--- config.mk ---
export PLATFORM = sky130hd
export DESIGN_NAME = pio_sector_seq
export DESIGN_NICKNAME = d
export VERILOG_FILES = /design/src/rtl/pse_pkg.sv /design/src/rtl/pse_decode.sv /design/src/rtl/pse_blkreg.sv /design/src/rtl/pse_secbuf.sv /design/src/rtl/pio_sector_seq.sv
export SDC_FILE = /design/constraint.sdc
export NUM_CORES = 2
export LEC_CHECK = 0
export ABC_CLOCK_PERIOD_IN_PS = 4450
export BUFFER_PORTS_ARGS = -buffer_cell sky130_fd_sc_hd__buf_2
export CAP_MARGIN = 30
export CORE_MARGIN = 10
export CORE_UTILIZATION = 43
export CTS_CLUSTER_SIZE = 30
export DETAILED_ROUTE_END_ITERATION = 8
export PLACE_DENSITY = 0.66
export SLEW_MARGIN = 15
export SYNTH_ARGS = -nofsm -noshare
export SYNTH_HDL_FRONTEND = slang
export SYNTH_SLANG_ARGS = --single-unit
--- constraint.sdc ---
create_clock -name clk -period 4.45 [get_ports clk]
set_input_delay 0.2225 -clock clk [delete_from_list [all_inputs] [get_ports clk]]
set_output_delay 0.2225 -clock clk [all_outputs]
set_load 0.05 [all_outputs]
--- src/rtl/pse_pkg.sv ---
package pse_pkg;

    // Command classes produced by the opcode decoder
    typedef enum logic [3:0] {
        OP_ABORT,
        OP_RD,
        OP_RDM,
        OP_RDL,
        OP_VER,
        OP_WR,
        OP_WRM,
        OP_WRL,
        OP_SETM
    } op_cls_e;

    // Sequencer states
    typedef enum logic [2:0] {
        S_IDLE,
        S_FETCH,   // taking a sector from the buffer (busy)
        S_SEND,    // host reading the sector (drq)
        S_TAKE,    // host writing the sector (drq)
        S_DRAIN    // passing the sector to the buffer (busy)
    } st_e;

endpackage

--- src/rtl/pse_decode.sv ---
module pse_decode
    import pse_pkg::*;
(
    input  logic [7:0] opcode,
    output op_cls_e    cls
);

    always_comb begin
        unique case (opcode)
            8'h20, 8'h21: cls = OP_RD;
            8'hC4:        cls = OP_RDM;
            8'h22, 8'h23: cls = OP_RDL;
            8'h40, 8'h41: cls = OP_VER;
            8'h30, 8'h31: cls = OP_WR;
            8'hC5:        cls = OP_WRM;
            8'h32, 8'h33: cls = OP_WRL;
            8'hC6:        cls = OP_SETM;
            default:      cls = OP_ABORT;  // NOP 00h and all unknown codes
        endcase
    end

endmodule

--- src/rtl/pse_blkreg.sv ---
module pse_blkreg #(
    parameter int MAX_MULT = 16,
    localparam int BW = $clog2(MAX_MULT + 1)
) (
    input  logic          clk,
    input  logic          rst_n,
    input  logic          wr_en,
    input  logic [7:0]    wr_val,
    output logic          wr_ok,
    output logic [BW-1:0] blk_size,
    output logic          blk_valid
);

    typedef struct packed {
        logic [BW-1:0] size;
        logic          valid;
    } blk_t;

    blk_t q, d;

    assign wr_ok = (wr_val != 8'd0) && (wr_val <= 8'(MAX_MULT));

    always_comb begin
        d = q;
        if (wr_en && wr_ok) begin
            d.size  = BW'(wr_val);
            d.valid = 1'b1;
        end
    end

    always_ff @(posedge clk or negedge rst_n) begin
        if (!rst_n) q <= '0;
        else        q <= d;
    end

    assign blk_size  = q.size;
    assign blk_valid = q.valid;

    assert_blk_range_R6: assert property (@(posedge clk) disable iff (!rst_n)
        blk_valid |-> (blk_size >= BW'(1)) && (32'(blk_size) <= MAX_MULT));

    assert_blk_hold_R6: assert property (@(posedge clk) disable iff (!rst_n)
        !(wr_en && wr_ok) |=> $stable(blk_size) && $stable(blk_valid));

endmodule

--- src/rtl/pse_secbuf.sv ---
module pse_secbuf #(
    parameter int DEPTH  = 256,
    parameter int DATA_W = 16,
    localparam int AW = $clog2(DEPTH)
) (
    input  logic              clk,
    input  logic              we,
    input  logic [AW-1:0]     waddr,
    input  logic [DATA_W-1:0] wdata,
    input  logic [AW-1:0]     raddr,
    output logic [DATA_W-1:0] rdata
);

    logic [DATA_W-1:0] mem [DEPTH];

    always_ff @(posedge clk) begin
        if (we) mem[waddr] <= wdata;
    end

    assign rdata = mem[raddr];

endmodule

--- src/rtl/pio_sector_seq.sv ---
module pio_sector_seq
    import pse_pkg::*;
#(
    parameter int WORDS_PER_SEC = 256,
    parameter int MAX_MULT      = 16,
    parameter int DATA_W        = 16
) (
    input  logic              clk,
    input  logic              rst_n,
    input  logic              cmd_valid,
    input  logic [7:0]        cmd_op,
    input  logic [7:0]        cmd_count,
    input  logic              hst_rd,
    input  logic              hst_wr,
    input  logic [DATA_W-1:0] hst_wdata,
    output logic [DATA_W-1:0] hst_rdata,
    output logic              drq,
    output logic              bsy,
    output logic              intrq,
    output logic              aborted,
    input  logic              int_clr,
    input  logic              buf_in_valid,
    input  logic [DATA_W-1:0] buf_in_data,
    output logic              buf_in_ready,
    output logic              buf_out_valid,
    output logic [DATA_W-1:0] buf_out_data,
    input  logic              buf_out_ready
);

    localparam int EXTRA_W = 2;  // four appended bytes on long commands
    localparam int AW      = $clog2(WORDS_PER_SEC);
    localparam int IW      = $clog2(WORDS_PER_SEC + EXTRA_W + 1);
    localparam int BW      = $clog2(MAX_MULT + 1);
    localparam logic [IW-1:0] LAST_SEC  = IW'(WORDS_PER_SEC - 1);
    localparam logic [IW-1:0] LAST_LONG = IW'(WORDS_PER_SEC + EXTRA_W - 1);
    localparam logic [IW-1:0] SEC_WORDS = IW'(WORDS_PER_SEC);

    typedef struct packed {
        st_e           st;
        op_cls_e       cls;
        logic [IW-1:0] idx;
        logic [8:0]    secs;
        logic [BW-1:0] bcnt;
        logic [BW-1:0] bsz;
        logic          intrq;
        logic          err;
    } seq_t;

    seq_t q, d;

    op_cls_e           dec_cls;
    logic              bset_en, bset_ok, blk_valid;
    logic [BW-1:0]     blk_size;
    logic              mem_we;
    logic [DATA_W-1:0] mem_wdata, mem_rdata;
    logic [IW-1:0]     idx_last;
    logic              sec_end, blk_end, in_sector;

    pse_decode u_dec (
        .opcode (cmd_op),
        .cls    (dec_cls)
    );

    pse_blkreg #(.MAX_MULT(MAX_MULT)) u_blk (
        .clk       (clk),
        .rst_n     (rst_n),
        .wr_en     (bset_en),
        .wr_val    (cmd_count),
        .wr_ok     (bset_ok),
        .blk_size  (blk_size),
        .blk_valid (blk_valid)
    );

    pse_secbuf #(.DEPTH(WORDS_PER_SEC), .DATA_W(DATA_W)) u_store (
        .clk   (clk),
        .we    (mem_we),
        .waddr (q.idx[AW-1:0]),
        .wdata (mem_wdata),
        .raddr (q.idx[AW-1:0]),
        .rdata (mem_rdata)
    );

    assign idx_last  = (q.cls == OP_RDL || q.cls == OP_WRL) ? LAST_LONG : LAST_SEC;
    assign sec_end   = (q.secs == 9'd1);
    assign blk_end   = (q.bcnt == q.bsz - BW'(1));
    assign in_sector = (q.idx < SEC_WORDS);

    always_comb begin
        d             = q;
        mem_we        = 1'b0;
        mem_wdata     = hst_wdata;
        buf_in_ready  = 1'b0;
        buf_out_valid = 1'b0;
        bset_en       = 1'b0;

        if (int_clr) d.intrq = 1'b0;

        unique case (q.st)
            S_IDLE: begin
                if (cmd_valid) begin
                    d.err  = 1'b0;
                    d.idx  = '0;
                    d.bcnt = '0;
                    d.bsz  = BW'(1);
                    d.cls  = dec_cls;
                    d.secs = (cmd_count == 8'd0) ? 9'd256 : {1'b0, cmd_count};
                    unique case (dec_cls)
                        OP_RD, OP_VER: d.st = S_FETCH;
                        OP_WR:         d.st = S_TAKE;
                        OP_RDL: begin
                            d.secs = 9'd1;
                            d.st   = S_FETCH;
                        end
                        OP_WRL: begin
                            d.secs = 9'd1;
                            d.st   = S_TAKE;
                        end
                        OP_RDM, OP_WRM: begin
                            if (blk_valid) begin
                                d.bsz = blk_size;
                                d.st  = (dec_cls == OP_RDM) ? S_FETCH : S_TAKE;
                            end else begin
                                d.err   = 1'b1;
                                d.intrq = 1'b1;
                            end
                        end
                        OP_SETM: begin
                            bset_en = 1'b1;
                            d.intrq = 1'b1;
                            d.err   = !bset_ok;
                        end
                        default: begin
                            d.err   = 1'b1;
                            d.intrq = 1'b1;
                        end
                    endcase
                end
            end

            S_FETCH: begin
                buf_in_ready = 1'b1;
                mem_wdata    = buf_in_data;
                if (buf_in_valid) begin
                    mem_we = (q.cls != OP_VER);
                    d.idx  = q.idx + IW'(1);
                    if (q.idx == LAST_SEC) begin
                        d.idx = '0;
                        if (q.cls == OP_VER) begin
                            d.secs = q.secs - 9'd1;
                            if (sec_end) begin
                                d.st    = S_IDLE;
                                d.intrq = 1'b1;
                            end
                        end else begin
                            d.st = S_SEND;
                            if (q.bcnt == '0) d.intrq = 1'b1;
                        end
                    end
                end
            end

            S_SEND: begin
                if (hst_rd) begin
                    d.idx = q.idx + IW'(1);
                    if (q.idx == idx_last) begin
                        d.idx  = '0;
                        d.secs = q.secs - 9'd1;
                        d.bcnt = blk_end ? '0 : q.bcnt + BW'(1);
                        d.st   = sec_end ? S_IDLE : S_FETCH;
                    end
                end
            end

            S_TAKE: begin
                if (hst_wr) begin
                    mem_we = in_sector;
                    d.idx  = q.idx + IW'(1);
                    if (q.idx == idx_last) begin
                        d.idx = '0;
                        d.st  = S_DRAIN;
                    end
                end
            end

            S_DRAIN: begin
                buf_out_valid = 1'b1;
                if (buf_out_ready) begin
                    d.idx = q.idx + IW'(1);
                    if (q.idx == LAST_SEC) begin
                        d.idx  = '0;
                        d.secs = q.secs - 9'd1;
                        d.bcnt = blk_end ? '0 : q.bcnt + BW'(1);
                        if (blk_end || sec_end) d.intrq = 1'b1;
                        d.st   = sec_end ? S_IDLE : S_TAKE;
                    end
                end
            end

            default: d.st = S_IDLE;
        endcase
    end

    always_ff @(posedge clk or negedge rst_n) begin
        if (!rst_n) begin
            q     <= '0;
            q.st  <= S_IDLE;
            q.cls <= OP_ABORT;
        end else begin
            q <= d;
        end
    end

    assign bsy          = (q.st == S_FETCH) || (q.st == S_DRAIN);
    assign drq          = (q.st == S_SEND)  || (q.st == S_TAKE);
    assign intrq        = q.intrq;
    assign aborted      = q.err;
    assign hst_rdata    = (q.st == S_SEND && in_sector) ? mem_rdata : '0;
    assign buf_out_data = mem_rdata;

    assert_bsy_drq_excl_R12: assert property (@(posedge clk) disable iff (!rst_n)
        !(bsy && drq));

    assert_cmd_ignored_R12: assert property (@(posedge clk) disable iff (!rst_n)
        (q.st != S_IDLE && cmd_valid) |=> $stable(q.cls) && $stable(aborted));

    assert_secs_live_R2: assert property (@(posedge clk) disable iff (!rst_n)
        (q.st != S_IDLE) |-> (q.secs != 9'd0));

    assert_full_sector_R3: assert property (@(posedge clk) disable iff (!rst_n)
        ($rose(drq) && q.st == S_SEND) |-> $past(buf_in_valid && buf_in_ready));

    assert_long_discard_R9: assert property (@(posedge clk) disable iff (!rst_n)
        (q.st == S_TAKE && hst_wr && !in_sector) |-> !mem_we);

    assert_verify_nodrq_R10: assert property (@(posedge clk) disable iff (!rst_n)
        (q.cls == OP_VER) |-> !drq);

    assert_abort_irq_R11: assert property (@(posedge clk) disable iff (!rst_n)
        $rose(aborted) |-> intrq);

endmodule

After elaboration in Yosys (flattened, before gate mapping)
Memory sizes are Yosys's and may differ from the RTL's. Index checks and enable logic that the tools add are counted. W data, S select, Z words.

Word-level logic and storage cells: 153. Memories: 1. Input port bits: 56. Memory bits (writable): 4096. Output and inout port bits: 38. Flip-flop bits (word level): 43.

Mux-type cells: 60. Reduce and logical (&&, ||, !) cells: 30. Add/sub/neg operators: 4. Equal/unequal tests: 46. Order comparisons: 2.

Memory list: u_store.mem (words 256, width 16, read ports 1, clocked after Yosys merged registers in 0, write ports 1, line pse_secbuf.sv:14) `logic [DATA_W-1:0] mem [DEPTH];`.

Operators by type and width (count): $mux W23 (4); $eq A8 B6 Y1 const B (8); $mux W9 (6); $pmux W9 S5 (1); $mux W37 (1); $mux W18 (2); $pmux W9 S4 (1); $mux W3 (11); $mux W16 (2); $pmux W4 S8 (1); $eq A4 B3 Y1 const B (6); $eq A8 B8 Y1 const B (3); $ne A2 B2 Y1 const B (10); $mux W1 (19); $eq A8 B7 Y1 const B (2); $reduce_or A2 Y1 (8); $mux W5 (3); $pmux W3 S5 (1); $pmux W5 S3 (1); $eq A4 B2 Y1 const B (3); $reduce_and A12 Y1 (1); $reduce_and A6 Y1 (2); $add A9 B1 Y9 const B (1); $eq A9 B1 Y1 const B (1); other kinds (35) (44).

Logic depth before layout (Yosys ltp)
Depth in word-level cells: 9. Mapped depth: 15. Gate-level depth less buffers: 10.

Cells and area by module
Synthesis repeated with hierarchy kept, for this count alone.

Cells, all modules: 7691. Area total of the unflattened synthesis: 161711.3 sq um.

Modules (own cells, without submodules): pse_secbuf (cells each 7344, times used 1, area an instance 158394.4 sq um, seq. area each 122998.0 sq um); pio_sector_seq (cells each 311, times used 1, area an instance 2906.5 sq um, seq. area each 925.9 sq um); pse_blkreg (cells each 24, times used 1, area an instance 314.1 sq um, seq. area each 150.1 sq um); pse_decode (cells each 12, times used 1, area an instance 96.3 sq um, seq. area each 0.0 sq um).

Worst setup path after synthesis
OpenSTA, ideal clock, no wires.

Path type: reg-to-reg. From: reg q[34] (netlist bit). To: mem u_store.mem[0][10], data pin. Slack: 0.088 ns. Path buffers: 3. Setup time: 0.556 ns. Arrival time: 3.806 ns. Stages on the path, launching flop included: 7. Clock period less this slack: 4.362 ns. Data required time: 3.894 ns. Cell sequence: dfrtp_1 > clkbuf_1 > nor2b_1 > and2_1 > buf_2 > buf_1 > mux2_2.

Cells in the longest elaborated chain, start to end: 2.

RTL lines: start: declaration (line pio_sector_seq.sv:49) `seq_t q, d;`; $eq A3 B1 Y1 (line pio_sector_seq.sv:98) `unique case (q.st)`; $mux W16 (line pio_sector_seq.sv:98); via mem_wdata[10] (line pio_sector_seq.sv:55) `logic [DATA_W-1:0] mem_wdata, mem_rdata;`; end: declaration (line pse_secbuf.sv:14).

The timed path passes the listed nets, and every way through them passes these cells.

Final worst setup path
From: reg q[21] (netlist bit). To: out hst_rdata[15].

Cells in the longest elaborated chain, start to end: 3. Elaborated cells between the ends (all ways): 4. Those cells by class: order compare: 1; mux: 1; reduce/logical: 1; memory: 1.

RTL lines: parallel branches: the longest is 2 deep, another holds $mem_v2 Z256 W16; $mux W16 (*) (line pio_sector_seq.sv:217) `assign hst_rdata = (q.st == S_SEND && in_sector) ? mem_rdata : '0;`; end: declaration (line pio_sector_seq.sv:16) `output logic [DATA_W-1:0] hst_rdata,`.

Mark *: on every way between the ends.

==> flow_summary.toml <==
[outcome]
status = "finished, violations left"
violations = "negative setup slack"

[timing]
drv_slew = 0
tns_ns = -14.86
tightest_slew_ns = 1.24
rsz0062_at_grt = "true"
period_minus_slack_ns = 5.26
clock-skew-final_ns = 0.0616
finalSetupViolations = 32
hold_violations = 0
fin_ws_ns = -0.809
fmax_mhz = 190
slew_headroom_pct = 17.4
finalCritPeriodShare_pct = 118

[setup_path]
max_stage_delay_ns = 0.53
crit_buf_inv = 9
required_ns = 4.23
cp-endpoint = "hst_rdata[15]"
critPathSlowestCell = "nand4_1"
cp.depth = 15
cpLargestDelayFamily = "buffers and inverters"
crit_top_cell = "buf_4"
critPathLaunch = "q[21]"
startpoint_type = "register"
cp_max_fo = 6
reg2reg_slack_ns = 0.17
path_class = "register to output port"
cp.arrival_ns = 5.04
reg2regPathDepth = 12
worstPathCellList = "buf_12, buf_16, buf_16, buf_4, buf_8, mux4_2, o211ai_1, buf_4, nand4_1, nor4_4, buf_4, nand4_1, buf_4, nor2b_4, buf_8"
worstReg2RegEnd = "q[36]"
end_kind = "output port"
r2r-start = "q[25]"

[synth]
synthFlopType = "edfxtp_1"
ys_seq_elements = 4139
syn-num-nets = 7646
yosysUniqueCellTypes = 89
ys_seq_area_share_pct = 77.0
synth_edf_count = 4096
synth_area_mm2 = 0.161
synth_area_per_cell_um2 = 21.2
async_flop_share_pct = 1.04
synth_warnings = 0
syn_inst = 7579

[min_path]
hp-class = "input pin to register"
min_from = "hst_wdata[9]"

[route]
drc = 0
wl_per_cell_um = 35.5
drt_first_pass_iters = 9
drt_iter0_markers = 13728
dr_total_vias = 88008
routed_wl_um = 499000
ant_nets = 0
vias_per_cell = 6.25

[global_routing]
grt_pass1_vias = 84823
overflow = 0
grt_first_pass_wirelength_um = 686000
grt_max_degree = 139
grt_usage_pct = 24.2
antenna_found_initial = 31

[cts]
cts_buffers = 410
root_buffer = "clkbuf_16"
htreeDepth = 5
clock_path_buffers = 4
clock_latency_ns = 0.97
cts.sinks = 4139
cts_tree = "done"
path_clk_slew_ns = 0.06

[cells_and_area]
ff_latch_area_mm2 = 0.124
fin_util_pct = 51.5
fill_cells = 28710
multiInputGateArea_mm2 = 0.0361
area_growth_pct = 19.2
final_common_cell = "edfxtp_1"
fin_nets = 8821
final_cell_mix = "4096 x edfxtp_1, 869 x mux4_2, 815 x buf_4, 478 x mux2i_1, 422 x clkbuf_16"
final_layout_size_suffix_gt1_share_pct = 33.1

[power]
ir_drop_mv = 0.459
leakage_uw = 0.0613
power_density_mw_per_mm2 = 550

[die]
coreArea_mm2 = 0.373
io_pins = 94
fp-row-count = 224
fp.dieW_um = 632
initial_core_util_pct = 43.2
die_area_mm2 = 0.399
die_h_um = 632

[placed_design]
dp_hpwl_um = 308000
portBuffers = 93
gp_congestion = 0.944

[run]
maxCapViolCount = 0
synth_stat cells, types with 9 or more instances:
cell type / number / area, um2
edfxtp_1: 4096 / 123000
mux4_2: 869 / 19600
mux2i_1: 502 / 5020
nor2_1: 342 / 1280
a22oi_1: 249 / 1870
nand2_1: 199 / 747
clkbuf_1: 145 / 544
nand3_1: 129 / 646
buf_2: 102 / 510
a21oi_1: 76 / 380
buf_6: 72 / 811
o21ai_0: 65 / 325
a221oi_1: 52 / 455
buf_4: 45 / 338
a22o_1: 44 / 385
buf_1: 44 / 165
dfrtp_1: 43 / 1080
nor2b_1: 43 / 269
o22ai_1: 39 / 244
mux2_2: 36 / 405
nand4_1: 36 / 225
a31oi_1: 29 / 181
nor3_1: 29 / 145
nand2b_1: 22 / 138
inv_1: 21 / 78.8
a211oi_1: 16 / 120
and3_1: 15 / 93.8
a32oi_1: 14 / 123
o31ai_1: 14 / 105
or3_1: 12 / 75.1
buf_8: 11 / 165
ha_1: 11 / 138
o211ai_1: 10 / 75.1
and2_1: 9 / 56.3
worst register-to-register path, stage by stage (launching register included):
cell and delay (ns):
dfrtp_4 0.63, buf_4 0.30, nand2_2 0.23, nor2_2 0.16, buf_4 0.21, nand3_1 0.37
inv_1 0.15, ha_1 0.33, nor2_1 0.14, a221o_1 0.34, or4_1 0.59, o21ai_0 0.19
dlygate4sd3_1 0.57
kinds of logic after synthesis:
| kind of cell | Yosys count | synth area share [%] |
|---|---|---|
| buffers and inverters | 447 | 1.69 |
| xor gates and xnor gates | 6 | 0.0326 |
| DFF | 4139 | 77.0 |
| muxes | 1409 | 15.6 |
| and+or+nand+nor | 890 | 2.56 |
| adders and majority gates | 11 | 0.0855 |
| AOI/OAI and AO/OA | 677 | 3.03 |
metal layers:
| metal | up-vias | track usage [%] | share of wire [%] |
|---|---|---|---|
| met4 | 18 | 11.9 | 6.0 |
| met3 | 1091 | 7.02 | 13 |
| met1 | 46441 | 32.3 | 36 |
| met2 | 6269 | 36.7 | 45 |
| met5 | - | 0 | 0.022 |
| li1 | 34189 | - | - |
power breakdown:
part | internal, uW | total, uW | leakage (uW) | switching, uW
Clock | 18800 | 33600 | 0.00637 | 14800
Sequential | 46200 | 46300 | 0.0374 | 140
Combinational | 10600 | 25700 | 0.0176 | 15100
layout make-up:
type	instances	area share [%]
Sequential cell	4139	64.7
Multi-Input combinational cell	2993	18.8
Timing Repair Buffer	1187	6.44
Clock buffer	506	5.58
Tap cell	4972	3.24
Clock inverter	247	1.19
Inverter	23	0.0502
Antenna cell	8	0.0104
worst min path at each step:
| stage | depth (start not counted) | endpoint | slack (ns) |
|---|---|---|---|
| 4_1_cts | 5 | aborted | 0.002 |
| 3_5_place_dp | 2 | q[16] | 0.39 |
| 2_1_floorplan | 0 | aborted | -0.07 |
| 3_3_place_gp | 2 | q[17] | 0.38 |
| 5_1_grt | 2 | u_store.mem[225][8] | 0.09 |
| 6_report | 2 | u_store.mem[227][9] | 0.04 |
registers in the layout, summed over array words and instances (netlist names):
name and cells:
u_store.mem 4096, q 35, intrq 1, aborted 1, u_blk.blk_valid 1, u_blk.blk_size 5
per-stage QoR:
step | cells | hold slack, ns | power (uW) | setup WS, ns | area (um2)
after global routing | 14068 | 0.0885 | 108000 | -0.706 | 192000
after detailed placement | 13070 | 0.393 | 69100 | -0.445 | 174000
after CTS | 13986 | 0.00178 | 105000 | -0.753 | 191000
after floorplan | 7579 | -0.0731 | 60700 | 0.0880 | 161000
after global placement | 13067 | 0.379 | 68600 | -0.513 | 174000
final | 14075 | 0.0413 | 106000 | -0.809 | 192000
repair_timing:
| item | 4_1_cts | 5_1_grt |
|---|---|---|
| hold buffers | 36 | 3 |
| gates resized for setup | 311 | 126 |
| setup endpoints to repair | 32 | 32 |
| hold endpoints to repair | 76 | 37 |
| pin swaps | 47 | 51 |
| setup buffers | 95 | 73 |
| cloned | 35 | 8 |
No activity file was read; power rests on OpenSTA's default activity.
